<file path="src/rtl/ctl3w_pkg.sv">
package ctl3w_pkg;

   localparam int FIELD_W = 9;

   typedef enum logic [1:0] {
      RA_ATT_L = 2'd0,
      RA_ATT_R = 2'd1,
      RA_CHAN  = 2'd2,
      RA_FMT   = 2'd3
   } reg_addr_t;

   typedef struct packed {
      logic [3:0] route;
      logic [1:0] wlen;
      logic       halt;
      logic       deemph;
      logic       mute;
   } chan_cfg_t;

   typedef struct packed {
      logic       zdet;
      logic [1:0] rgroup;
      logic [1:0] rmult;
      logic       couple;
      logic       lr_swap;
      logic       i2s;
   } fmt_cfg_t;

   localparam chan_cfg_t CHAN_RST = '{route: 4'b1001, wlen: 2'b00,
                                      halt: 1'b0, deemph: 1'b0, mute: 1'b0};
   localparam fmt_cfg_t  FMT_RST  = '{zdet: 1'b0, rgroup: 2'b00, rmult: 2'b00,
                                      couple: 1'b0, lr_swap: 1'b0, i2s: 1'b0};

   function automatic chan_cfg_t dec_chan(input logic [FIELD_W-1:0] f);
      chan_cfg_t c;
      c.mute   = f[0];
      c.deemph = f[1];
      c.halt   = f[2];
      c.wlen   = f[4:3];
      c.route  = f[8:5];
      return c;
   endfunction

   function automatic fmt_cfg_t dec_fmt(input logic [FIELD_W-1:0] f);
      fmt_cfg_t c;
      c.i2s     = f[0];
      c.lr_swap = f[1];
      c.couple  = f[2];
      c.rmult   = f[5:4];
      c.rgroup  = f[7:6];
      c.zdet    = f[8];
      return c;
   endfunction

endpackage

</file>
<file path="src/rtl/ctl3w_sync.sv">
module ctl3w_sync #(
   parameter int W      = 3,
   parameter int STAGES = 2
) (
   input  logic         clk,
   input  logic         rst_n,
   input  logic [W-1:0] d_i,
   output logic [W-1:0] q_o
);
   logic [W-1:0] stage_q [STAGES];

   generate
      if (STAGES < 2) begin : g_bad_stages
         $error("ctl3w_sync: STAGES must be at least 2");
      end
      for (genvar s = 0; s < STAGES; s++) begin : g_stage
         if (s == 0) begin : g_first
            always_ff @(posedge clk or negedge rst_n) begin
               if (!rst_n) stage_q[s] <= '0;
               else        stage_q[s] <= d_i;
            end
         end else begin : g_next
            always_ff @(posedge clk or negedge rst_n) begin
               if (!rst_n) stage_q[s] <= '0;
               else        stage_q[s] <= stage_q[s-1];
            end
         end
      end
   endgenerate

   assign q_o = stage_q[STAGES-1];
endmodule

</file>
<file path="src/rtl/ctl3w_shift.sv">
module ctl3w_shift #(
   parameter int WORD_W = 16,
   parameter int KEEP_W = 11,
   localparam int SAT   = WORD_W + 1,
   localparam int CNT_W = $clog2(SAT + 1)
) (
   input  logic              clk,
   input  logic              rst_n,
   input  logic              sclk_s,
   input  logic              sdat_s,
   input  logic              latch_s,
   output logic [KEEP_W-1:0] word_o,
   output logic              wr_stb_o
);
   logic              sclk_d, latch_d;
   logic              sclk_rise, latch_rise, latch_fall;
   logic [CNT_W-1:0]  cnt_q;
   logic [KEEP_W-1:0] sr_q;

   generate
      if (KEEP_W > WORD_W) begin : g_bad_keep
         $error("ctl3w_shift: KEEP_W exceeds WORD_W");
      end
   endgenerate

   always_ff @(posedge clk or negedge rst_n) begin
      if (!rst_n) begin
         sclk_d  <= 1'b0;
         latch_d <= 1'b0;
      end else begin
         sclk_d  <= sclk_s;
         latch_d <= latch_s;
      end
   end

   assign sclk_rise  = sclk_s & ~sclk_d;
   assign latch_rise = latch_s & ~latch_d;
   assign latch_fall = ~latch_s & latch_d;

   // Bits above KEEP_W leave the top of the register and are never decoded.
   always_ff @(posedge clk or negedge rst_n) begin
      if (!rst_n) begin
         sr_q  <= '0;
         cnt_q <= '0;
      end else if (latch_fall) begin
         sr_q  <= '0;
         cnt_q <= '0;
      end else if (sclk_rise && !latch_s) begin
         sr_q <= {sr_q[KEEP_W-2:0], sdat_s};
         if (cnt_q != CNT_W'(SAT)) cnt_q <= cnt_q + 1'b1;
      end
   end

   assign wr_stb_o = latch_rise && (cnt_q == CNT_W'(WORD_W));
   assign word_o   = sr_q;

   // a falling strobe leaves an empty frame
   a_r10_clear_on_fall: assert property (@(posedge clk) disable iff (!rst_n)
      $fell(latch_s) |=> (cnt_q == '0));

   // each accepted shift edge advances the count by one until saturation
   a_r2_count_step: assert property (@(posedge clk) disable iff (!rst_n)
      (sclk_rise && !latch_s && !latch_fall && cnt_q < CNT_W'(SAT))
      |=> (cnt_q == $past(cnt_q) + 1'b1));

   // the count never runs past the saturation value
   a_r8_count_bounded: assert property (@(posedge clk) disable iff (!rst_n)
      cnt_q <= CNT_W'(SAT));
endmodule

</file>
<file path="src/rtl/ctl3w_regs.sv">
module ctl3w_regs
   import ctl3w_pkg::*;
#(
   parameter int              KEEP_W   = 11,
   parameter int              ADDR_LSB = 9,
   parameter int              ATT_W    = 8,
   parameter logic [ATT_W-1:0] ATT_RST = '1
) (
   input  logic              clk,
   input  logic              rst_n,
   input  logic              wr_stb,
   input  logic [KEEP_W-1:0] word,
   output logic [ATT_W-1:0]  att_l_o,
   output logic [ATT_W-1:0]  att_r_o,
   output chan_cfg_t         chan_o,
   output fmt_cfg_t          fmt_o
);
   localparam int N_CH = 2;

   reg_addr_t          addr;
   logic               ld;
   logic [ATT_W-1:0]   att_q [N_CH];
   chan_cfg_t          chan_q;
   fmt_cfg_t           fmt_q;

   generate
      if (KEEP_W != ADDR_LSB + 2) begin : g_bad_keep
         $error("ctl3w_regs: KEEP_W must be ADDR_LSB + 2");
      end
      if (ADDR_LSB < FIELD_W || ATT_W + 1 > ADDR_LSB) begin : g_bad_layout
         $error("ctl3w_regs: field layout overlaps the address");
      end
   endgenerate

   assign addr = reg_addr_t'(word[ADDR_LSB +: 2]);
   assign ld   = word[ATT_W];

   generate
      for (genvar c = 0; c < N_CH; c++) begin : g_att
         always_ff @(posedge clk or negedge rst_n) begin
            if (!rst_n)
               att_q[c] <= ATT_RST;
            else if (wr_stb && addr == reg_addr_t'(c) && ld)
               att_q[c] <= word[ATT_W-1:0];
         end

         // R3 (channel 0) and R4 (channel 1): level held without a loading write
         a_r3_att_hold: assert property (@(posedge clk) disable iff (!rst_n)
            !(wr_stb && addr == reg_addr_t'(c) && ld) |=> $stable(att_q[c]));
      end
   endgenerate

   always_ff @(posedge clk or negedge rst_n) begin
      if (!rst_n) begin
         chan_q <= CHAN_RST;
         fmt_q  <= FMT_RST;
      end else if (wr_stb) begin
         if (addr == RA_CHAN) chan_q <= dec_chan(word[FIELD_W-1:0]);
         if (addr == RA_FMT)  fmt_q  <= dec_fmt(word[FIELD_W-1:0]);
      end
   end

   assign att_l_o = att_q[0];
   assign att_r_o = att_q[1];
   assign chan_o  = chan_q;
   assign fmt_o   = fmt_q;

   // channel settings only move on a write to register 2
   a_r5_chan_hold: assert property (@(posedge clk) disable iff (!rst_n)
      !(wr_stb && addr == RA_CHAN) |=> $stable(chan_q));

   // format settings only move on a write to register 3
   a_r6_fmt_hold: assert property (@(posedge clk) disable iff (!rst_n)
      !(wr_stb && addr == RA_FMT) |=> $stable(fmt_q));
endmodule

</file>
<file path="src/rtl/ctl3w_regfile.sv">
module ctl3w_regfile
   import ctl3w_pkg::*;
#(
   parameter int              SYNC_STAGES = 2,
   parameter int              WORD_W      = 16,
   parameter int              ADDR_LSB    = 9,
   parameter int              ATT_W       = 8,
   parameter logic [ATT_W-1:0] ATT_RST    = '1,
   localparam int             KEEP_W      = ADDR_LSB + 2
) (
   input  logic             clk,
   input  logic             rst_n,
   input  logic             cw_sdata,
   input  logic             cw_sclk,
   input  logic             cw_strobe,
   output logic [ATT_W-1:0] att_left_o,
   output logic [ATT_W-1:0] att_right_o,
   output logic             mute_o,
   output logic             deemph_o,
   output logic             halt_o,
   output logic [1:0]       wlen_o,
   output logic [3:0]       route_o,
   output logic             fmt_i2s_o,
   output logic             lr_swap_o,
   output logic             att_couple_o,
   output logic [1:0]       rate_mult_o,
   output logic [1:0]       rate_group_o,
   output logic             zdet_en_o
);
   logic [2:0]        pins_s;
   logic [KEEP_W-1:0] word;
   logic              wr_stb;
   logic [ATT_W-1:0]  att_l, att_r;
   chan_cfg_t         chan;
   fmt_cfg_t          fmt;

   generate
      if (KEEP_W > WORD_W) begin : g_bad_word
         $error("ctl3w_regfile: address does not fit in the word");
      end
   endgenerate

   ctl3w_sync #(.W(3), .STAGES(SYNC_STAGES)) i_sync (
      .clk   (clk),
      .rst_n (rst_n),
      .d_i   ({cw_sclk, cw_sdata, cw_strobe}),
      .q_o   (pins_s)
   );

   ctl3w_shift #(.WORD_W(WORD_W), .KEEP_W(KEEP_W)) i_shift (
      .clk      (clk),
      .rst_n    (rst_n),
      .sclk_s   (pins_s[2]),
      .sdat_s   (pins_s[1]),
      .latch_s  (pins_s[0]),
      .word_o   (word),
      .wr_stb_o (wr_stb)
   );

   ctl3w_regs #(.KEEP_W(KEEP_W), .ADDR_LSB(ADDR_LSB), .ATT_W(ATT_W),
                .ATT_RST(ATT_RST)) i_regs (
      .clk     (clk),
      .rst_n   (rst_n),
      .wr_stb  (wr_stb),
      .word    (word),
      .att_l_o (att_l),
      .att_r_o (att_r),
      .chan_o  (chan),
      .fmt_o   (fmt)
   );

   assign att_left_o   = att_l;
   assign att_right_o  = fmt.couple ? att_l : att_r;
   assign mute_o       = chan.mute;
   assign deemph_o     = chan.deemph;
   assign halt_o       = chan.halt;
   assign wlen_o       = chan.wlen;
   assign route_o      = chan.route;
   assign fmt_i2s_o    = fmt.i2s;
   assign lr_swap_o    = fmt.lr_swap;
   assign att_couple_o = fmt.couple;
   assign rate_mult_o  = fmt.rmult;
   assign rate_group_o = fmt.rgroup;
   assign zdet_en_o    = fmt.zdet;

   // coupled channels show one level
   a_r7_coupled_equal: assert property (@(posedge clk) disable iff (!rst_n)
      att_couple_o |-> (att_right_o == att_left_o));

   // no setting moves without a strobe edge seen by the shifter
   a_r8_change_needs_strobe: assert property (@(posedge clk) disable iff (!rst_n)
      (chan != $past(chan) || fmt != $past(fmt)) |-> $past(wr_stb));
endmodule

</file>
<file path="config.mk">
export PLATFORM = sky130hd
export DESIGN_NAME = ctl3w_regfile
export DESIGN_NICKNAME = d
export VERILOG_FILES = /design/src/rtl/ctl3w_pkg.sv /design/src/rtl/ctl3w_sync.sv /design/src/rtl/ctl3w_shift.sv /design/src/rtl/ctl3w_regs.sv /design/src/rtl/ctl3w_regfile.sv
export SDC_FILE = /design/constraint.sdc
export NUM_CORES = 1
export LEC_CHECK = 0
export BUFFER_PORTS_ARGS = -buffer_cell sky130_fd_sc_hd__buf_2
export CORE_AREA = 2 2 71 73
export CTS_BUF_LIST = sky130_fd_sc_hd__clkbuf_8
export CTS_CLUSTER_DIAMETER = 60
export CTS_CLUSTER_SIZE = 28
export DETAILED_ROUTE_END_ITERATION = 6
export DIE_AREA = 0 0 73 75
export PLACE_DENSITY_LB_ADDON = 0.08
export SLEW_MARGIN = 20
export SYNTH_ARGS = -nofsm -noshare
export SYNTH_HDL_FRONTEND = slang
export SYNTH_SLANG_ARGS = --single-unit
</file>
<file path="constraint.sdc">
create_clock -name clk -period 1.65 [get_ports clk]
set_clock_uncertainty 0.05 [all_clocks]
set_input_delay 0.0825 -clock clk [delete_from_list [all_inputs] [get_ports clk]]
set_output_delay 0.0825 -clock clk [all_outputs]
set_load 0.05 [all_outputs]
</file>
# Word-level counts from Yosys, hierarchy flattened
# Index checks and enable logic that the tools add are counted.
# W data, S select, Z words.
totals:
  reg_bits: 57
  output_inout_bits: 33
  elab_cells: 50
  inputBits: 5
op_classes:
  mux: 6
  addsub: 1
  n_bitwise: 6
  reduce_logical: 13
  eq_ne: 5
ops:
  columns: ["operator", "count"]
  rows:
  - ["$mux W11", 2]
  - ["$mux W5", 3]
  - ["$mux W8", 1]
  - ["$logic_and A1 B1 Y1", 6]
  - ["$reduce_and A2 Y1", 3]
  - ["$add A5 B1 Y5 const B", 1]
  - ["$eq A5 B5 Y1 const B", 1]
  - ["$ne A5 B5 Y1 const B", 1]
  - ["$eq A2 B2 Y1 const B", 2]
  - ["$reduce_bool A2 Y1", 2]
  - ["$and A1 B1 Y1", 3]
  - ["$not A1 Y1", 3]
  - ["$eq A2 B1 Y1 const B", 1]
  - ["$logic_not A2 Y1", 1]
  - ["$logic_not A1 Y1", 1]

# Depth between registers and ports, before layout
logic_depth:
  ltp_word: 5
  depth_mapped: 5
  ltp_nobuf: 5

# Modules after synthesis
# Synthesis repeated with hierarchy kept, for this count alone.
hier_totals:
  cells_unflattened: 175
  hier_area_um2: 2447.3
by_module_without_submodules:
  columns: ["module", "seq_area_each_um2", "n_inst", "cells_each", "area_per_inst_um2"]
  rows:
  - ["ctl3w_regs", 848.3, 1, 71, 1310.0]
  - ["ctl3w_shift", 450.4, 1, 86, 833.3]
  - ["ctl3w_sync", 150.1, 1, 9, 172.7]
  - ["ctl3w_regfile", 0.0, 1, 9, 131.4]

# Least setup slack after synthesis
# No wires, ideal clock.
synth_path:
  kind: "register to output"
  startpoint: "register i_regs.fmt_q (netlist bit i_regs.fmt_o[2])"
  endpoint: "output att_right_o[0]"
  stages_incl_launch_ff: 3
  path_buffers: 1
  required_ns: 1.517
  setup_slack_ns: 0.070
  arrival_time_ns: 1.448
  path_cell_list: "dfrtp_1 clkbuf_1 mux2_2"
synth_between:
  elab_chain_cells: 1
synth_lines:
  columns: ["element", "line", "rtl"]
  rows:
  - ["start: declaration", "ctl3w_regs.sv:24", "fmt_cfg_t fmt_q;"]
  - ["start signal: assignment", "ctl3w_regs.sv:59", "if (addr == RA_FMT) fmt_q <= dec_fmt(word[FIELD_W-1:0]);"]
  - ["$mux W8", "ctl3w_regfile.sv:73", "assign att_right_o = fmt.couple ? att_l : att_r;"]
  - ["end: declaration", "ctl3w_regfile.sv:17", "output logic [ATT_W-1:0] att_right_o,"]
# No other way between the ends.

# Final worst setup path
layout_path:
  startpoint: "register i_shift.cnt_q[0]"
  endpoint: "register i_shift.cnt_q[0]"
layout_between:
  elab_chain_cells: 4
  word_cells_on_any_way: 7
  cone_classes: "add/sub (1); eq/ne (1); mux (3); reduce/logical (2)"
layout_lines:
  columns: ["element", "line", "rtl"]
  rows:
  - ["start: declaration", "ctl3w_shift.sv:17", "logic [CNT_W-1:0] cnt_q;"]
  - ["start signal: assignment", "ctl3w_shift.sv:50", "if (cnt_q != CNT_W'(SAT)) cnt_q <= cnt_q + 1'b1;"]
  - ["$add A5 B1 Y5", "ctl3w_shift.sv:50", null]
  - ["$mux W5", "ctl3w_shift.sv:50", null]
  - ["$mux W5", "ctl3w_shift.sv:48", "end else if (sclk_rise && !latch_s) begin"]
  - ["$mux W5", "ctl3w_shift.sv:45", "end else if (latch_fall) begin"]
# Parallel ways exist; a longest one is shown, timed or not. The select of a mux whose other input is x is not followed.
# A chain may end at the register's enable or synchronous reset.

==> key figures <==
Outcome
  • Outcome: finished clean

Route
  • WL per Instance: 16.9 um
  • Via count: 1505
  • DRT Pass-1 Iters: 4
  • Post-Route WL: 4590 um
  • Iteration-0 DRC Markers: 68
  • DRC Markers: 0
  • DR vias/cell: 5.53
  • Detail Route Antenna Nets: 0

Synth
  • Netlist cell types: 30
  • Seq/Total Area, Yosys: 0.621
  • Cells after synthesis: 153
  • Yosys warnings: 0
  • Top post-synthesis cells by area: dfrtp_1 42%, dfstp_2 20%, mux2_2 20%, a22o_1 4.1%, ha_1 1.6%
  • Yosys top cell area share: 0.418
  • Syn Std Cell Area: 2330 um2
  • Syn Area/Cell: 15.3 um2
  • Largest area contributor in the netlist: dfrtp_1
  • Post-synthesis register bit count: 57
  • Synthesized netlist net count: 161

Place
  • Placed cells: 251
  • Port-buffer cells: 37
  • DP HPWL: 3000 um
  • Routability cong.: 0.840

Worst setup path
  • Flop2flop setup slack: 30 ps
  • Critical R2R Launch: i_shift.cnt_q[0]
  • Max FO, Critical Path: 5
  • RR Endpoint: i_shift.cnt_q[0]
  • Worst R2R Path Depth: 5
  • End of the critical path: i_shift.cnt_q[0]
  • Setup CP Type: flip-flop to flip-flop
  • Crit start category: flip-flop
  • CP endpoint kind: flip-flop
  • Required @ worst endpoint: 1840 ps
  • Critical path origin: i_shift.cnt_q[0]
  • Worst Path Arrival: 1810 ps

Clocking
  • CTS sink count: 57
  • CTS Buffer Depth: 2
  • CTS tree: yes
  • Total CTS buffers: 9
  • Clock tree root buffer cell: clkbuf_8
  • H-tree depth: 3
  • Clock transition at the registers of the reported paths: 70 ps
  • Later-pin clock latency in the skew report: 330 ps

Global route
  • Layer with the highest usage: met2
  • Met2 GRT Util: 0.288
  • Vias in the first global route: 1547
  • Largest net degree at the start of global routing: 58
  • First-pass GRT wire length: 7320 um
  • GR Layer Usage met1: 0.234
  • M3 GR Usage: 0.0495
  • Grt total ovfl: 0
  • Initial antenna violation count: 0
  • Total track usage: 0.184

Floorplan
  • Starting Density: 0.501
  • I/O Pins: 38
  • Num rows: 25
  • DIE AREA: 5480 um2
  • Total core area: 4660 um2
  • Die width: 73 um
  • Die height: 75 um

STA
  • Fin. Hold Viols: 0
  • Setup-failing EPs final: 0
  • Fin. max-slew vios: 0
  • Slew margin rel.: 0.711
  • Fin crit period: 1620 ps
  • FMAX: 0.618 GHz
  • Actual slew at the worst max-slew pin: 434 ps
  • Fin Setup TNS: 0 ps
  • Fin crit share: 0.981
  • RSZ-0062 raised after global routing: true

Power
  • LEAKAGE: 1.47 nW
  • PwrDens: 1000 nW/um2
  • Max VDD drop: 0.801 mV
  • Tot Pwr: 2.96 mW

Finish
  • Area Overhead vs Synth: 26.5%
  • Nets: 221
  • Share of cells above drive strength 1: 0.624
  • Ant diodes: 0
  • Number of fill cells: 366
  • Post-Layout Cell Count: 272
  • Fin util: 0.634

Job
  • Maximum Capacitance Violations: 0

Worst hold path
  • Hold crit path type: input pin to async pin
## registers in the layout, summed over array words and instances, names as in the netlist, 3 cells and up
name and flops:
i_shift.word_o 11, i_regs.chan_o 9, i_regs.att_l_o 8, i_regs.att_r_o 8, i_regs.fmt_o 8, i_shift.cnt_q 5, i_sync.q_o 3, i_sync.stage_q 3
## routing by layer
metal  vias to the layer above  routed length [um]  part of all wire
li1                        693                   -                 -
met1                       766                2100              0.46
met2                        39                2220              0.48
met3                         7                 189             0.041
met4                         0                  70             0.015
met5                         -                   0                 0
## cells in the final DEF (no fill, tap or decap), drive strengths merged, types with 3 or more instances in the layout
cell type     n
dfstp        18
clkbuf        9
dlygate4sd3   4
a21oi         3
nand2         4
clkinvlp      3
a22o         11
ha            3
mux2         41
inv           5
dfrtp        39
nand3         3
buf          49
## logic make-up (layout without fill, tap and decap cells)
kind of cell / after synthesis / after routing / share of synthesized area
multiplexers: 41 / 41 / 0.198
buffers and inverters: 7 / 72 / 0.0123
flip-flops: 57 / 57 / 0.621
AO/OA/AOI/OAI: 21 / 21 / 0.0697
AND/OR/NAND/NOR: 24 / 24 / 0.0836
adder cells (fa/ha/maj): 3 / 3 / 0.0161
## area by class of cell
type	count	area [um2]	share of cell area
multi-input cells	89	891	0.302
well taps	54	67.6	0.0229
flip-flops and latches	57	1450	0.491
clock inverters	7	78.8	0.0267
repair buffers	53	332	0.112
clock buffers	9	124	0.0419
inverters	3	11.3	0.00381
## power by group
part	switching [mW]	total (mW)	internal, mW
Sequential	0.0211	1.45	1.43
Combinational	0.117	0.209	0.0919
Clock	0.593	1.30	0.709
Total	0.731	2.96	2.23
## worst max-delay path, stage by stage (launching register included)
cell and delay [ps]:
dfrtp_1 400, buf_4 160, ha_1 190, and4bb_2 260
o41a_1 320, a31oi_1 160
## synthesized netlist by cell type, drive strengths merged
| master | number |
|---|---|
| mux2 | 41 |
| dfrtp | 39 |
| dfstp | 18 |
| a22o | 11 |
| nand2 | 4 |
| a21oi | 3 |
| ha | 3 |
| inv | 3 |
| nand3 | 3 |
| and4bb | 2 |
| buf | 2 |
| clkbuf | 2 |
| nand2b | 2 |
| nand3b | 2 |
| nand4 | 2 |
| nor3b | 2 |
| o21ai | 2 |
| or3 | 2 |
| a21o | 1 |
| a31oi | 1 |
| and3b | 1 |
| nand4bb | 1 |
| nor2 | 1 |
| nor2b | 1 |
| nor4b | 1 |
| o211ai | 1 |
| o32ai | 1 |
| o41a | 1 |
## how the worst min path moves through the flow
stage | slack (ps) | to | from
4_1_cts | 230 | i_shift.cnt_q[4] | rst_n
3_3_place_gp | 50 | i_shift.cnt_q[3] | rst_n
2_1_floorplan | -260 | i_regs.chan_o[0] | rst_n
6_report | 230 | i_shift.cnt_q[4] | rst_n
5_1_grt | 250 | i_shift.sclk_d | rst_n
3_5_place_dp | 50 | i_shift.cnt_q[4] | rst_n
## what timing repair did
item | CTS | global route
hold buffers | 4 | 0
endpoints found under the hold margin | 60 | 0
gates resized for setup | 1 | 7
pin swaps | 0 | 1
setup endpoints to repair | 14 | 26
buffers inserted | 0 | 1
## metrics by stage
stage,setup WS (ps),instance area (um2),hold slack (ps)
final,30.8,2950,232
after global routing,-13.9,2950,253
after CTS,-6.65,2920,230
after detailed placement,-1.67,2670,50.2
after global placement,67.8,2670,46.9
after floorplan,69.6,2330,-263
Note: power is estimated with default switching activity, not from simulation.
